--- src/rtl/sio8_pkg.sv ---
package sio8_pkg;

  localparam int DW = 8;

  typedef enum logic [1:0] {
    CK_DIV_A = 2'b00,
    CK_DIV_B = 2'b01,
    CK_DIV_C = 2'b10,
    CK_EXT   = 2'b11
  } clk_sel_e;

  typedef struct packed {
    logic       start;
    logic       done;
    logic [1:0] spare;
    logic       irq_en;
    logic       msb_first;
    clk_sel_e   sel;
  } mode_t;

  // Half period of the internal shift clock in system clocks.
  function automatic int unsigned half_of(input clk_sel_e sel, input int unsigned da,
                                          input int unsigned db, input int unsigned dc);
    case (sel)
      CK_DIV_A: half_of = da / 2;
      CK_DIV_B: half_of = db / 2;
      CK_DIV_C: half_of = dc / 2;
      default:  half_of = 1;
    endcase
  endfunction

  function automatic int unsigned max3(input int unsigned a, input int unsigned b,
                                       input int unsigned c);
    int unsigned m;
    m = (a > b) ? a : b;
    max3 = (m > c) ? m : c;
  endfunction

  // Bit presented on SO for the current data register.
  function automatic logic out_bit(input logic [DW-1:0] d, input logic msb);
    out_bit = msb ? d[DW-1] : d[0];
  endfunction

  // Data register after one input bit has been captured.
  function automatic logic [DW-1:0] shift_in(input logic [DW-1:0] d, input logic b,
                                             input logic msb);
    shift_in = msb ? {d[DW-2:0], b} : {b, d[DW-1:1]};
  endfunction

endpackage

--- src/rtl/sio8_clkgen.sv ---
module sio8_clkgen
  import sio8_pkg::*;
#(
  parameter int unsigned DIV_A       = 4,
  parameter int unsigned DIV_B       = 16,
  parameter int unsigned DIV_C       = 64,
  parameter int unsigned SYNC_STAGES = 2
) (
  input  logic     clk,
  input  logic     rst_n,
  input  logic     busy,
  input  clk_sel_e sel,
  input  logic     sck_in,
  output logic     sck_out,
  output logic     sck_oe,
  output logic     fall_ev,
  output logic     rise_ev
);

  localparam int unsigned MAX_HALF = max3(DIV_A, DIV_B, DIV_C) / 2;
  localparam int unsigned CNT_W    = $clog2(MAX_HALF + 1);

  logic                   ext;
  logic [CNT_W-1:0]       cnt_q;
  logic [CNT_W-1:0]       half_m1;
  logic                   sck_q;
  logic                   int_tick;
  logic [SYNC_STAGES-1:0] sync_q;
  logic                   prev_q;
  logic                   ext_now;

  assign ext      = (sel == CK_EXT);
  assign half_m1  = CNT_W'(half_of(sel, DIV_A, DIV_B, DIV_C) - 1);
  assign int_tick = busy && !ext && (cnt_q == half_m1);

  // Internal divider: the clock rests high and toggles every half period.
  always_ff @(posedge clk or negedge rst_n) begin
    if (!rst_n) begin
      cnt_q <= '0;
      sck_q <= 1'b1;
    end else if (!busy || ext) begin
      cnt_q <= '0;
      sck_q <= 1'b1;
    end else if (int_tick) begin
      cnt_q <= '0;
      sck_q <= ~sck_q;
    end else begin
      cnt_q <= cnt_q + 1'b1;
    end
  end

  // External clock synchronizer and previous-level register.
  always_ff @(posedge clk or negedge rst_n) begin
    if (!rst_n) begin
      sync_q <= '1;
      prev_q <= 1'b1;
    end else begin
      sync_q <= {sync_q[SYNC_STAGES-2:0], sck_in};
      prev_q <= sync_q[SYNC_STAGES-1];
    end
  end

  assign ext_now = sync_q[SYNC_STAGES-1];

  always_comb begin
    if (!busy) begin
      fall_ev = 1'b0;
      rise_ev = 1'b0;
    end else if (ext) begin
      fall_ev = prev_q && !ext_now;
      rise_ev = !prev_q && ext_now;
    end else begin
      fall_ev = int_tick && sck_q;
      rise_ev = int_tick && !sck_q;
    end
  end

  assign sck_out = sck_q;
  assign sck_oe  = !ext;

endmodule

--- src/rtl/sio8_shreg.sv ---
module sio8_shreg
  import sio8_pkg::*;
(
  input  logic          clk,
  input  logic          rst_n,
  input  logic          busy,
  input  logic          msb_first,
  input  logic          fall_ev,
  input  logic          rise_ev,
  input  logic          si,
  input  logic          load_en,
  input  logic [DW-1:0] load_data,
  output logic [DW-1:0] sdr,
  output logic          so,
  output logic          done_ev
);

  localparam int unsigned BC_W = $clog2(DW);

  logic [DW-1:0]   sdr_q;
  logic            so_q;
  logic [BC_W-1:0] bit_q;

  assign done_ev = rise_ev && (bit_q == BC_W'(DW - 1));

  always_ff @(posedge clk or negedge rst_n) begin
    if (!rst_n) begin
      sdr_q <= '0;
      so_q  <= 1'b1;
      bit_q <= '0;
    end else begin
      if (load_en)
        sdr_q <= load_data;
      else if (rise_ev)
        sdr_q <= shift_in(sdr_q, si, msb_first);

      if (fall_ev)
        so_q <= out_bit(sdr_q, msb_first);

      if (!busy)
        bit_q <= '0;
      else if (rise_ev)
        bit_q <= bit_q + 1'b1;
    end
  end

  assign sdr = sdr_q;
  assign so  = so_q;

endmodule

--- src/rtl/sio8_ctrl.sv ---
module sio8_ctrl
  import sio8_pkg::*;
(
  input  logic          clk,
  input  logic          rst_n,
  input  logic          bus_wr,
  input  logic          bus_addr,
  input  logic [DW-1:0] bus_wdata,
  input  logic          done_ev,
  output mode_t         mode,
  output logic          busy,
  output logic          data_wr_en,
  output logic          irq
);

  mode_t mode_q;
  logic  accept;

  // Writes are taken only while no transfer runs.
  assign accept     = bus_wr && !mode_q.start;
  assign data_wr_en = accept && bus_addr;

  always_ff @(posedge clk or negedge rst_n) begin
    if (!rst_n) begin
      mode_q <= '0;
    end else if (done_ev) begin
      mode_q.start <= 1'b0;
      mode_q.done  <= 1'b1;
    end else if (accept && !bus_addr) begin
      mode_q.start     <= bus_wdata[7];
      mode_q.spare     <= bus_wdata[5:4];
      mode_q.irq_en    <= bus_wdata[3];
      mode_q.msb_first <= bus_wdata[2];
      mode_q.sel       <= clk_sel_e'(bus_wdata[1:0]);
      if (!bus_wdata[6])
        mode_q.done <= 1'b0;
    end
  end

  assign mode = mode_q;
  assign busy = mode_q.start;
  assign irq  = mode_q.done && mode_q.irq_en;

endmodule

--- src/rtl/sio8_port.sv ---
module sio8_port
  import sio8_pkg::*;
#(
  parameter int unsigned DIV_A       = 4,
  parameter int unsigned DIV_B       = 16,
  parameter int unsigned DIV_C       = 64,
  parameter int unsigned SYNC_STAGES = 2
) (
  input  logic       clk,
  input  logic       rst_n,
  input  logic       bus_wr,
  input  logic       bus_addr,
  input  logic [7:0] bus_wdata,
  output logic [7:0] bus_rdata,
  input  logic       sck_in,
  output logic       sck_out,
  output logic       sck_oe,
  input  logic       si,
  output logic       so,
  output logic       irq
);

  mode_t         mode_q;
  logic          busy;
  logic          data_wr_en;
  logic          fall_ev;
  logic          rise_ev;
  logic          done_ev;
  logic [DW-1:0] sdr;
  logic [1:0]    sel_w;
  logic          flag_w;

  assign sel_w  = mode_q.sel;
  assign flag_w = mode_q.done;

  sio8_ctrl u_ctrl (
    .clk        (clk),
    .rst_n      (rst_n),
    .bus_wr     (bus_wr),
    .bus_addr   (bus_addr),
    .bus_wdata  (bus_wdata),
    .done_ev    (done_ev),
    .mode       (mode_q),
    .busy       (busy),
    .data_wr_en (data_wr_en),
    .irq        (irq)
  );

  sio8_clkgen #(
    .DIV_A       (DIV_A),
    .DIV_B       (DIV_B),
    .DIV_C       (DIV_C),
    .SYNC_STAGES (SYNC_STAGES)
  ) u_clkgen (
    .clk     (clk),
    .rst_n   (rst_n),
    .busy    (busy),
    .sel     (mode_q.sel),
    .sck_in  (sck_in),
    .sck_out (sck_out),
    .sck_oe  (sck_oe),
    .fall_ev (fall_ev),
    .rise_ev (rise_ev)
  );

  sio8_shreg u_shreg (
    .clk       (clk),
    .rst_n     (rst_n),
    .busy      (busy),
    .msb_first (mode_q.msb_first),
    .fall_ev   (fall_ev),
    .rise_ev   (rise_ev),
    .si        (si),
    .load_en   (data_wr_en),
    .load_data (bus_wdata),
    .sdr       (sdr),
    .so        (so),
    .done_ev   (done_ev)
  );

  assign bus_rdata = bus_addr ? sdr : mode_q;

endmodule

--- config.mk ---
export PLATFORM = sky130hd
export DESIGN_NAME = sio8_port
export DESIGN_NICKNAME = d
export VERILOG_FILES = /design/src/rtl/sio8_pkg.sv /design/src/rtl/sio8_clkgen.sv /design/src/rtl/sio8_shreg.sv /design/src/rtl/sio8_ctrl.sv /design/src/rtl/sio8_port.sv
export SDC_FILE = /design/constraint.sdc
export NUM_CORES = 1
export LEC_CHECK = 0
export CAP_MARGIN = 40
export CORE_UTILIZATION = 39
export CTS_CLUSTER_SIZE = 28
export DETAILED_ROUTE_END_ITERATION = 8
export PLACE_DENSITY_LB_ADDON = 0.12
export RECOVER_POWER = 50
export SLEW_MARGIN = 20
export SYNTH_ARGS = -nofsm -noshare
export SYNTH_HDL_FRONTEND = slang
export SYNTH_SLANG_ARGS = --single-unit
--- constraint.sdc ---
create_clock -name clk -period 2.5 [get_ports clk]
set_clock_uncertainty 0.1 [all_clocks]
set_input_delay 0.25 -clock clk [delete_from_list [all_inputs] [get_ports clk]]
set_output_delay 0.25 -clock clk [all_outputs]
set_load 0.005 [all_outputs]
* Word-level counts from Yosys, hierarchy flattened
Cells that the tools add are included.
Storage, ports and cells: flip-flop bits (word level) 30, bits of input ports 14
Operators by class: add/subtract/negate cells 3, equal/unequal tests 7, muxes and demuxes 19, bitwise gates (word level) 2, reductions and logical operators 24
Operators by type and width (count):
- $mux W8 | 5
- $pmux W6 S3 | 1
- $mux W6 | 2
- $logic_and A1 B1 Y1 | 11
- $mux W1 | 8
- $add A6 B1 Y6 const B | 1
- $eq A6 B6 Y1 | 1
- $logic_not A1 Y1 | 6
- $mux W3 | 2
- $reduce_bool A2 Y1 | 3
- $sub A6 B1 Y6 const B | 1
- $eq A2 B2 Y1 const B | 2
- $ne A2 B1 Y1 const B | 2
- $reduce_and A2 Y1 | 2
- $add A3 B1 Y3 const B | 1
- $eq A3 B3 Y1 const B | 1
- $eq A2 B1 Y1 const B | 1
- $logic_not A2 Y1 | 1
- $mux W2 | 1
- $not A1 Y1 | 2
- $logic_or A1 B1 Y1 | 1

* Longest topological paths before layout
depth in word-level cells 11, gate-level depth with buffers 7, depth with buffers taken out 6

* Modules after synthesis
Synthesis repeated with hierarchy kept, for this count alone.
Unflattened totals: cell total of the unflattened synthesis 143, area total of the unflattened synthesis 1706.6 µm²
Modules (own cells, without submodules):
- sio8_shreg | instances 1, cells each 61, area each 681.9 µm²
- sio8_clkgen | instances 1, cells each 50, area each 546.8 µm²
- sio8_ctrl | instances 1, cells each 23, area each 346.6 µm²
- sio8_port | instances 1, cells each 9, area each 131.4 µm²

* Worst setup path after synthesis
Ideal clock, no wire load.
kind reg2reg, from register u_ctrl.mode[0] (netlist name), to register u_shreg.sdr_q[7], in the netlist u_shreg.sdr[7], data arrival time 1775 ps, required time 2274 ps, setup slack 499 ps, stages on the path, launching flop included 8, path buffers 1, clock period less this slack 2001 ps, path through dfrtp_1 inv_1 ha_1 and3b_1 o211ai_2 or2_4 buf_6 a311o_1
On the way: word-level cells in the longest chain between the ends 9, elaborated cells between the ends (all ways) 14
Ends and longest elaborated chain:
- $eq A2 B2 Y1 (tied with other cells) | line sio8_pkg.sv:24 | case (sel)
- $pmux W6 S3 | line sio8_pkg.sv:24
- $sub A6 B1 Y6 | line sio8_clkgen.sv:33 | assign half_m1 = CNT_W'(half_of(sel, DIV_A, DIV_B, DIV_C) - 1);
- $eq A6 B6 Y1 | line sio8_clkgen.sv:34 | assign int_tick = busy && !ext && (cnt_q == half_m1);
- $logic_and A1 B1 Y1 | line sio8_clkgen.sv:34
- $logic_and A1 B1 Y1 | line sio8_clkgen.sv:74 | rise_ev = int_tick && !sck_q;
- $mux W1 * | line sio8_clkgen.sv:69 | end else if (ext) begin
- $mux W1 * | line sio8_clkgen.sv:66 | if (!busy) begin
- $reduce_bool A2 Y1 (no line) *
- end signal: assignment | line sio8_shreg.sv:33 | sdr_q <= load_data;
- end signal: assignment | line sio8_shreg.sv:35 | sdr_q <= shift_in(sdr_q, si, msb_first);
- end: declaration | line sio8_shreg.sv:20 | logic [DW-1:0] sdr_q;
Every way passes the cells marked *; elsewhere a longest branch is shown, timed or not. A chain may end at the register's enable or synchronous reset.

* Final worst setup path
from input port bus_addr, to output port bus_rdata[7]
On the way: word-level cells in the longest chain between the ends 1
Ends and longest elaborated chain:
- start: declaration | line sio8_port.sv:12 | input logic bus_addr,
- $mux W8 | line sio8_port.sv:81 | assign bus_rdata = bus_addr ? sdr : mode_q;
- end: declaration | line sio8_port.sv:14 | output logic [7:0] bus_rdata,
No other way between the ends.

==> results.txt <==
Leak: 0.896 nW
DIE WIDTH: 73.0 um
htree depth: 2
Tmin final: 2.27 ns
Synth Cell Area: 1970 um^2
I/O Pins: 26
DRT Wirelength: 4880 um
Die Height: 73.0 um
CTS max path bufs: 2
clock tree sinks: 30
FF-to-FF setup slack: 0.28 ns
Synth area leaders: dfrtp_1 (32%), mux2_2 (12%), dfstp_2 (6.7%), nand2_1 (4.6%), ha_1 (4.5%)
RSZ-0062 raised after global routing: no
cts hold-fix bufs: 0
row count: 25
Starting Density: 0.411
Routed WL per cell: 16.3 um
combinational power share: 0.499
grt ovf: 0
PD cells: 1020 nW/um^2
end point of the critical path: bus_rdata[7]
clock insertion delay at the later pin of the skew report: 0.29 ns
register area share after synthesis: 0.385
count leader, synth: dfrtp_1
r2r worst-path depth: 6
Total GRT Usage: 0.195
final setup TNS: 0 ns
Critical path origin: bus_addr
fillers: 443
Final period util: 0.909
Commonest cells post-synth: dfrtp_1 (25), nand2_1 (24), mux2_2 (21), nor3_1 (15), nor2_1 (14)
pre-CTS setup slack: 0.208 ns
Mapped Cells: 203
post-synthesis async set-or-reset flop share: 1.00
clock power share: 0.170
largest net degree at the start of global routing: 31
drt drc: 0
fin nets: 252
CTS tree: yes
Resize count post-CTS: 0
post-synthesis cell type count: 39
Clock transition at path regs: 0.06 ns
number of synthesized flops with an enable pin: 0
dominant cell type by area after synthesis: dfrtp_1
Max Cap Viol: 1
Vias: 1674
worst vdd ir: 0.480 mV
Crit Path Max Fanout: 11
ys flop type: dfrtp_1
register share of total power: 0.331
layout overhead on the synthesized area: 21.1%
Inserted Clock Buffers: 5
Final WS setup: 0.226 ns
initial antenna violation count: 0
Final Hold Violating Endpoints: 0
status: finished with violations
warnings from Yosys: 0
internal power: 0.00146 W
DRT Pass-1 Iters: 4
Avg Inst Size Synth: 9.70 um^2
slew margin rel.: -0.143
RR Startpoint: u_ctrl.mode[0]
final setup vio count: 0
Crit Path Class: primary input to output port
total setup buffers inserted after CTS: 0
Switching Share: 0.402
# port buffers: 25
core area: 4790 um^2
area of placed instances: 2300 um^2
Startpoint Class: primary input
Final Cell Area: 2380 um^2
gp weighted congestion: 0.814
layout cell share with drive strength beyond 1: 0.198
DRT iter0 DRCs: 143
ant diodes: 0
vias in the first global route: 1640
Routed Antenna Nets: 0
number of synthesized register bits: 30
Arr. time, crit path: 1.92 ns
syn nets: 224
area occupied by multi-input gates: 1130 um^2
Seq. cell area: 757 um^2
Max Slew Vio Count: 31
half-perimeter wire length after placement: 3390 um
mean number of vias per cell: 5.60
HP Class: register to register
slew of the pin with the lowest slew margin: 1.71 ns
Max Fclk: 440 MHz
failing checks: max-capacitance violations, max-slew violations
FF-to-FF End: u_shreg.sdr[2]
crit path capture type: output port
Worst Path Required: 2.15 ns
P_sw: 0.000981 W
die footprint: 5330 um^2
first-pass GRT wire length: 7840 um
Root Buffer: clkbuf_8
top-area cell type share of the netlist area: 0.318
[metrics by stage]
step,util,total power [W],hold slack [ns],instances
detailed placement,0.480,0.00203,0.249,291
finish,0.498,0.00244,0.263,299
CTS,0.499,0.00245,0.259,299
floorplan,-,0.00162,-0.146,203
global placement,0.480,0.00197,0.246,291
global route,0.498,0.00261,0.266,299
[worst max-delay path, cell delays in order]
cell and delay (ns):
clkdlybuf4s50_1 0.82, mux2_2 0.39, clkdlybuf4s50_1 0.46
[placed cells by master, fill, tap and decap left out, types with 3 or more instances in the layout]
master,synthesis,layout
dfrtp_1,25,25
nand2_1,24,24
mux2_2,21,21
clkdlybuf4s50_1,0,21
nor3_1,15,15
nor2_1,14,14
nand3_1,11,11
a31oi_1,11,11
a311o_1,8,8
ha_1,7,7
buf_4,0,7
clkbuf_8,0,6
xor2_1,4,4
and2_1,4,4
dlygate4sd3_1,0,4
inv_1,3,3
and3b_1,3,3
xnor2_1,3,3
o21ai_0,3,3
nand2b_1,3,3
o2111ai_1,3,3
o311ai_1,3,3
dfstp_2,5,3
[routing by layer]
metal / vias to the layer above / routed length, um / global-route usage
li1: 798 / - / -
met1: 817 / 2230 / 0.253
met2: 50 / 2290 / 0.313
met3: 9 / 270 / 0.0497
met4: 0 / 84 / 0.0697
met5: - / 0 / 0
[flip-flops by register name, summed over array words and instances, names as in the netlist]
register and cells:
u_clkgen.cnt_q 6, u_ctrl.mode 7, u_shreg.sdr 8, u_clkgen.sync_q 2, u_clkgen.prev_q 1, u_shreg.so 1, u_shreg.bit_q 3, u_clkgen.sck_out 1
u_ctrl.busy 1
[cells by family after synthesis]
logic type | synth area share
AND/OR/NAND/NOR | 0.233
flip-flops | 0.385
AO/OA/AOI/OAI | 0.141
multiplexers | 0.127
XOR/XNOR | 0.0312
buffers and inverters | 0.0394
adder cells (fa/ha/maj) | 0.0445
[cell type report]
type	instances	area share
Multi-Input combinational cell	158	0.476
Clock buffer	7	0.0362
Sequential cell	30	0.318
Inverter	3	0.00472
Timing Repair Buffer	33	0.129
Tap cell	67	0.0352
Clock inverter	1	0.00210
[power by group through the flow]
stage | Sequential (W) | Combinational (W) | Clock, W
after CTS | 0.000806 | 0.00122 | 0.000423
after detailed placement | 0.000816 | 0.00121 | 0
after global routing | 0.000831 | 0.00133 | 0.000443
after floorplan | 0.000731 | 0.000893 | 0
after global placement | 0.000806 | 0.00116 | 0
final | 0.000807 | 0.00122 | 0.000415
[worst min-delay path by stage]
stage,slack (ns),to,depth (start not counted),startpoint
after floorplan,-0.15,u_clkgen.cnt_q[0],0,rst_n
after global placement,0.25,u_clkgen.sync_q[1],0,u_clkgen.sync_q[0]
after detailed placement,0.25,u_clkgen.sync_q[1],0,u_clkgen.sync_q[0]
after CTS,0.26,u_clkgen.sync_q[1],0,u_clkgen.sync_q[0]
after global routing,0.27,u_clkgen.sync_q[1],0,u_clkgen.sync_q[0]
final,0.26,u_clkgen.sync_q[1],0,u_clkgen.sync_q[0]
Power figures use the tool's default switching activity.
